==> src/rtl/bps_pkg.sv <==
package bps_pkg;
  typedef enum logic [2:0] {
    ST_OFF,
    ST_RAIL,
    ST_PDREL,
    ST_SETTLE,
    ST_POLL,
    ST_ON,
    ST_DN_RST,
    ST_DN_PD
  } seq_state_e;
endpackage

==> src/rtl/bps_down_cnt.sv <==
module bps_down_cnt #(
  parameter int unsigned W = 8
) (
  input  logic         clk_i,
  input  logic         rst_ni,
  input  logic         load_i,
  input  logic [W-1:0] val_i,
  output logic         done_o
);
  logic [W-1:0] cnt_q;

  always_ff @(posedge clk_i or negedge rst_ni) begin
    if (!rst_ni)             cnt_q <= '0;
    else if (load_i)         cnt_q <= val_i;
    else if (cnt_q != '0)    cnt_q <= cnt_q - 1'b1;
  end

  assign done_o = (cnt_q == '0);
endmodule

==> src/rtl/bps_poll_unit.sv <==
module bps_poll_unit #(
  parameter int unsigned POLL_CYC = 8,
  parameter int unsigned NSAMP    = 4
) (
  input  logic clk_i,
  input  logic rst_ni,
  input  logic start_i,
  input  logic active_i,
  output logic smp_o,
  output logic last_o
);
  localparam int unsigned PW = (POLL_CYC > 1) ? $clog2(POLL_CYC) : 1;
  localparam int unsigned IW = $clog2(NSAMP + 1);
  localparam logic [PW-1:0] POLL_LD = PW'(POLL_CYC - 1);
  localparam logic [IW-1:0] LAST_IDX = IW'(NSAMP - 1);

  logic          tick;
  logic          ld;
  logic [PW-1:0] ld_val;
  logic [IW-1:0] idx_q;

  // first sample right at entry, then one per interval
  assign ld     = start_i || smp_o;
  assign ld_val = start_i ? '0 : POLL_LD;
  assign smp_o  = active_i && tick;
  assign last_o = (idx_q == LAST_IDX);

  bps_down_cnt #(.W(PW)) u_tick (
    .clk_i  (clk_i),
    .rst_ni (rst_ni),
    .load_i (ld),
    .val_i  (ld_val),
    .done_o (tick)
  );

  always_ff @(posedge clk_i or negedge rst_ni) begin
    if (!rst_ni)                     idx_q <= '0;
    else if (start_i)                idx_q <= '0;
    else if (smp_o && !last_o)       idx_q <= idx_q + 1'b1;
  end
endmodule

==> src/rtl/bridge_pwr_seq.sv <==
module bridge_pwr_seq
  import bps_pkg::*;
#(
  parameter int unsigned CLK_PER_MS  = 100000,
  parameter int unsigned RST_HOLD_MS = 2,
  parameter int unsigned SETTLE_MS   = 200,
  parameter int unsigned POLL_MS     = 20,
  parameter int unsigned HPD_TMO_MS  = 200,
  parameter int unsigned IDLE_MS     = 500
) (
  input  logic clk_i,
  input  logic rst_ni,
  input  logic req_i,
  input  logic hpd_i,
  output logic rail_en_o,
  output logic pwrdn_o,
  output logic reset_o,
  output logic ready_o,
  output logic timeout_o,
  output logic busy_o
);
  localparam int unsigned RST_CYC  = RST_HOLD_MS * CLK_PER_MS;
  localparam int unsigned SET_CYC  = SETTLE_MS * CLK_PER_MS;
  localparam int unsigned POLL_CYC = POLL_MS * CLK_PER_MS;
  localparam int unsigned IDLE_CYC = IDLE_MS * CLK_PER_MS;
  localparam int unsigned NSAMP    = HPD_TMO_MS / POLL_MS + 1;
  localparam int unsigned MAX_A    = (RST_CYC > SET_CYC) ? RST_CYC : SET_CYC;
  localparam int unsigned MAX_CYC  = (MAX_A > IDLE_CYC) ? MAX_A : IDLE_CYC;
  localparam int unsigned CW       = $clog2(MAX_CYC + 1);
  localparam logic [CW-1:0] RST_LD  = CW'(RST_CYC - 1);
  localparam logic [CW-1:0] SET_LD  = CW'(SET_CYC - 1);
  localparam logic [CW-1:0] IDLE_LD = CW'(IDLE_CYC - 1);

  seq_state_e    state_q, state_d;
  logic          tmo_q, tmo_d;
  logic          pend_q;
  logic          step_ld;
  logic [CW-1:0] step_val;
  logic          step_done;
  logic          poll_start;
  logic          smp;
  logic          smp_last;

  bps_down_cnt #(.W(CW)) u_step (
    .clk_i  (clk_i),
    .rst_ni (rst_ni),
    .load_i (step_ld),
    .val_i  (step_val),
    .done_o (step_done)
  );

  bps_poll_unit #(.POLL_CYC(POLL_CYC), .NSAMP(NSAMP)) u_poll (
    .clk_i    (clk_i),
    .rst_ni   (rst_ni),
    .start_i  (poll_start),
    .active_i (state_q == ST_POLL),
    .smp_o    (smp),
    .last_o   (smp_last)
  );

  always_comb begin
    state_d    = state_q;
    tmo_d      = tmo_q;
    step_ld    = 1'b0;
    step_val   = '0;
    poll_start = 1'b0;
    unique case (state_q)
      ST_OFF:    if (req_i || pend_q) state_d = ST_RAIL;
      ST_RAIL: begin
        state_d  = ST_PDREL;
        step_ld  = 1'b1;
        step_val = RST_LD;
      end
      ST_PDREL: if (step_done) begin
        state_d  = ST_SETTLE;
        step_ld  = 1'b1;
        step_val = SET_LD;
      end
      ST_SETTLE: if (step_done) begin
        state_d    = ST_POLL;
        poll_start = 1'b1;
      end
      ST_POLL: if (smp && (hpd_i || smp_last)) begin
        state_d  = ST_ON;
        tmo_d    = !hpd_i;
        step_ld  = 1'b1;
        step_val = IDLE_LD;
      end
      ST_ON: begin
        if (req_i) begin
          step_ld  = 1'b1;
          step_val = IDLE_LD;
        end else if (step_done) begin
          state_d = ST_DN_RST;
        end
      end
      ST_DN_RST: state_d = ST_DN_PD;
      ST_DN_PD:  state_d = ST_OFF;
      default:   state_d = ST_OFF;
    endcase
  end

  always_ff @(posedge clk_i or negedge rst_ni) begin
    if (!rst_ni) begin
      state_q <= ST_OFF;
      tmo_q   <= 1'b0;
      pend_q  <= 1'b0;
    end else begin
      state_q <= state_d;
      tmo_q   <= tmo_d;
      pend_q  <= (state_q == ST_DN_RST || state_q == ST_DN_PD) ? (pend_q || req_i) : 1'b0;
    end
  end

  assign rail_en_o = (state_q != ST_OFF);
  assign pwrdn_o   = (state_q == ST_OFF) || (state_q == ST_RAIL) || (state_q == ST_DN_PD);
  assign reset_o   = pwrdn_o || (state_q == ST_PDREL) || (state_q == ST_DN_RST);
  assign ready_o   = (state_q == ST_ON) && !tmo_q;
  assign timeout_o = (state_q == ST_ON) && tmo_q;
  assign busy_o    = (state_q != ST_OFF) && (state_q != ST_ON);

  // window counter for reset hold: pwrdn released, reset held
  logic [CW-1:0] rst_win_q;
  always_ff @(posedge clk_i or negedge rst_ni) begin
    if (!rst_ni)                                   rst_win_q <= '0;
    else if (rail_en_o && !pwrdn_o && reset_o) begin
      if (rst_win_q != '1)                         rst_win_q <= rst_win_q + 1'b1;
    end else                                       rst_win_q <= '0;
  end


  rails_off_safe_chk: assert property (@(posedge clk_i) disable iff (!rst_ni)
    !rail_en_o |-> (pwrdn_o && reset_o));

  pd_after_rail_chk: assert property (@(posedge clk_i) disable iff (!rst_ni)
    $fell(pwrdn_o) |-> ($past(rail_en_o) && reset_o));

  rst_hold_len_chk: assert property (@(posedge clk_i) disable iff (!rst_ni)
    $fell(reset_o) |-> (!$past(pwrdn_o) && rst_win_q == CW'(RST_CYC)));

  ready_needs_hpd_chk: assert property (@(posedge clk_i) disable iff (!rst_ni)
    $rose(ready_o) |-> $past(hpd_i));

  tmo_keeps_power_chk: assert property (@(posedge clk_i) disable iff (!rst_ni)
    $rose(timeout_o) |-> (!$past(hpd_i) && rail_en_o && !pwrdn_o && !reset_o));

  dn_pd_order_chk: assert property (@(posedge clk_i) disable iff (!rst_ni)
    $rose(pwrdn_o) && $past(rail_en_o) |-> (reset_o && rail_en_o && $past(reset_o)));

  dn_rail_order_chk: assert property (@(posedge clk_i) disable iff (!rst_ni)
    $fell(rail_en_o) |-> ($past(pwrdn_o) && $past(reset_o)));

  flags_excl_chk: assert property (@(posedge clk_i) disable iff (!rst_ni)
    !(ready_o && timeout_o));

  busy_vs_flags_chk: assert property (@(posedge clk_i) disable iff (!rst_ni)
    busy_o |-> !(ready_o || timeout_o));
endmodule

==> config.mk <==
export PLATFORM = sky130hd
export DESIGN_NAME = bridge_pwr_seq
export DESIGN_NICKNAME = d
export VERILOG_FILES = /design/src/rtl/bps_pkg.sv /design/src/rtl/bps_down_cnt.sv /design/src/rtl/bps_poll_unit.sv /design/src/rtl/bridge_pwr_seq.sv
export SDC_FILE = /design/constraint.sdc
export NUM_CORES = 1
export LEC_CHECK = 0
export CORE_ASPECT_RATIO = 0.7
export CORE_MARGIN = 2
export CORE_UTILIZATION = 49
export CTS_BUF_LIST = sky130_fd_sc_hd__clkbuf_2 sky130_fd_sc_hd__clkbuf_4 sky130_fd_sc_hd__clkbuf_8
export CTS_CLUSTER_SIZE = 24
export DETAILED_ROUTE_END_ITERATION = 10
export PLACE_DENSITY = 0.65
export RECOVER_POWER = 100
export SYNTH_ARGS = -nofsm -noshare
export SYNTH_HDL_FRONTEND = slang
export SYNTH_SLANG_ARGS = --single-unit
==> constraint.sdc <==
create_clock -name clk_i -period 4.4 [get_ports clk_i]
set_input_delay 0.66 -clock clk_i [delete_from_list [all_inputs] [get_ports clk_i]]
set_output_delay 0.66 -clock clk_i [all_outputs]
set_load 0.02 [all_outputs]
==> run_results.csv <==
group,metric,value,unit
die,core,6220,sq um
clocking,cts_setup_buffers,0,
worst_setup_path,worstPathArrival,3.41,ns
yosys,synth_top_area_share,44.4,%
placement,dp_hpwl,5.01,mm
yosys,synth-edff-count,0,
die,die_h,71.2,um
die,num_rows,24,
global_route,grt_pass1_wl,11.9,mm
timing,period_needed,3.25,ns
die,die_w,99.9,um
global_route,overflow,0,
timing,fmax,0.307,GHz
outcome,violations,"max-capacitance violations, max-slew violations",
global_route,grt_antenna_before_repair,0,
yosys,syn_inst,342,
power,p_per_area,253,nW/um^2
placement,place_area,3270,sq um
yosys,ys_ff_latch,56,
worst_setup_path,rr_worst_depth,5,
timing,slew_headroom,-5.66,%
yosys,synth_area_leaders,"dfrtp_1, xnor2_1, nor2_1",
timing,skew,0.00706,ns
worst_setup_path,critPathKind,"reg -> reg",
clocking,clock_path_buffers,2,
clocking,numCtsBuffers,5,
clocking,cts.sinks,56,
layout,nNetsFinal,354,
worst_setup_path,cp-start-kind,"register",
clocking,clk_pin_slew,0.10,ns
timing,setup_viol,0,
layout,area_delta_synth_final,4.91,%
yosys,synth_common_cells,"dfrtp_1, nor2_1, nand2_1",
clocking,clkLatencyLatePin,0.31,ns
clocking,cts_tree,"done",
die,die_area,7110,sq um
timing,drv_slew,59,
layout,fin_area,3310,sq um
power,power,0.000837,W
placement,gp_congestion,0.828,
timing,fin_ws,1.15,ns
min_path,hp-class,"reg -> reg",
routing,avgRoutedWirePerCell,16.6,um
clocking,cts-root-buf,"clkbuf_8",
routing,dr.pass1.iters,4,
yosys,synthMostInstantiatedCell,"dfrtp_1",
power,p_leak,1.35,nW
placement,port_buffers,9,
yosys,ys_types,52,
worst_setup_path,endpoint_kind,"register",
outcome,status,"finished with violations",
yosys,syn-mean-instance-area,9.23,sq um
min_path,hold_depth,2,
routing,wirelength,7.01,mm
routing,drc_errors,0,
routing,via_per_inst,5.76,
worst_setup_path,cp_max_fo,16,
layout,fillers,578,
routing,initialDrtViolationCount,127,
routing,vias,2437,
routing,postRouteAntennaNets,0,
yosys,synthArstFlopShare,100,%
global_route,first_global_vias,2321,
yosys,synthFlopType,"dfrtp_1",
timing,min_period_over_period,74.0,%
yosys,syn_nets,352,
timing,hold_viol_final,0,
yosys,synth.yosys.seq_area_share,44.4,%
global_route,gr-usage-all-layers,21.4,%
power,peakVddDrop,0.129,mV
clocking,post_cts_resized,0,
timing,tns,0,ns
yosys,yosys_warnings,0,
clocking,htree_levels,2,
worst_setup_path,rrSetupSlack,1.15,ns
timing,tightest_slew,1.58,ns
yosys,yosysTopAreaCell,"dfrtp_1",
die,start_util,50.8,%
job,maxCapViolations,2,
placement,post-place-ws,1.41,ns
layout,drive_gt1_share,3.77,%
clocking,cts_hold_buf,0,
die,ios,10,
worst_setup_path,worstPathRequired,4.56,ns
timing,rsz0062_at_grt,"false",
layout,antenna_cells,0,
timing,hold_slack,0.538,ns
yosys,netlist_area,3160,sq um
global_route,grt_max_degree,30,
final timing paths:
path,startpoint,endpoint
min in group asynchronous,rst_ni,u_poll.u_tick.cnt_q[14]
setup / recovery,u_step.cnt_q[7],u_poll.u_tick.cnt_q[0]
setup reg to reg,u_step.cnt_q[7],u_poll.u_tick.cnt_q[0]
hold reg to reg,u_step.cnt_q[5],u_step.cnt_q[5]
max in group asynchronous,rst_ni,u_poll.u_tick.cnt_q[0]
hold / removal,u_step.cnt_q[5],u_step.cnt_q[5]
worst max-delay path: stages (launching register included):
cell and delay [ns]:
dfrtp_1 0.43, or4_1 0.58, nor4_4 0.38, nand4_1 0.66
nor3_1 0.91, nor3_1 0.14
routing by layer:
layer	track usage (%)	share of wire, %	wire length, um
met5	0	0	0
met4	4.41	0.36	25
met1	35.5	56	3920
met3	4.84	4.5	315
met2	28.0	39	2750
cells by family (layout without fill, tap and decap cells):
| kind of cell | count (synthesis) | count (layout) | share of synthesized area (%) |
|---|---|---|---|
| simple gates | 162 | 162 | 27.2 |
| flops | 56 | 56 | 44.4 |
| compound gates | 54 | 54 | 11.1 |
| xor+xnor | 39 | 39 | 10.8 |
| buf+inv | 23 | 26 | 3.45 |
| fa+ha+maj | 6 | 6 | 2.38 |
| mux | 2 | 2 | 0.674 |
state kept, by name, indices dropped and copies added (netlist names):
| name | cells |
|---|---|
| pend_q | 1 |
| u_step.cnt_q | 26 |
| u_poll.idx_q | 4 |
| u_poll.u_tick.cnt_q | 21 |
| state_q | 3 |
| tmo_q | 1 |
layout make-up:
cell class | instances | area, sq um | area share (%)
Inverter | 8 | 30.0 | 0.907
Clock buffer | 8 | 97.6 | 2.95
Multi-Input combinational cell | 263 | 1600 | 48.2
Timing Repair Buffer | 10 | 87.6 | 2.64
Sequential cell | 56 | 1400 | 42.3
Tap cell | 78 | 97.6 | 2.95
cells in the final DEF (no fill, tap or decap), drive strengths merged, types with 2 or more instances in the layout:
| cell type | instances |
|---|---|
| dfrtp | 56 |
| nor2 | 46 |
| nand2 | 33 |
| xnor2 | 30 |
| nor3 | 20 |
| o21ai | 19 |
| nor4 | 15 |
| a21oi | 12 |
| clkbuf | 10 |
| xor2 | 9 |
| or4 | 8 |
| nand3 | 8 |
| inv | 7 |
| dlygate4sd3 | 7 |
| or3 | 6 |
| ha | 6 |
| and2 | 6 |
| and3 | 5 |
| o31ai | 5 |
| o221ai | 4 |
| nor4b | 3 |
| nand2b | 3 |
| a31oi | 3 |
| nand4b | 2 |
| nand4 | 2 |
| o21a | 2 |
| o22ai | 2 |
| a31o | 2 |
power breakdown:
group          switching (W)  internal (W)
clock               0.000167      0.000141
combinational      0.0000123    0.00000212
sequential                 0      0.000514
total               0.000179      0.000658
metrics by stage:
stage / instances / util (%)
after floorplan: 342 / -
after global placement: 415 / 52.6
after CTS: 423 / 54.1
after global routing: 423 / 53.3
after detailed placement: 415 / 52.6
final: 423 / 53.3
Note: power is estimated with default switching activity, not from simulation.
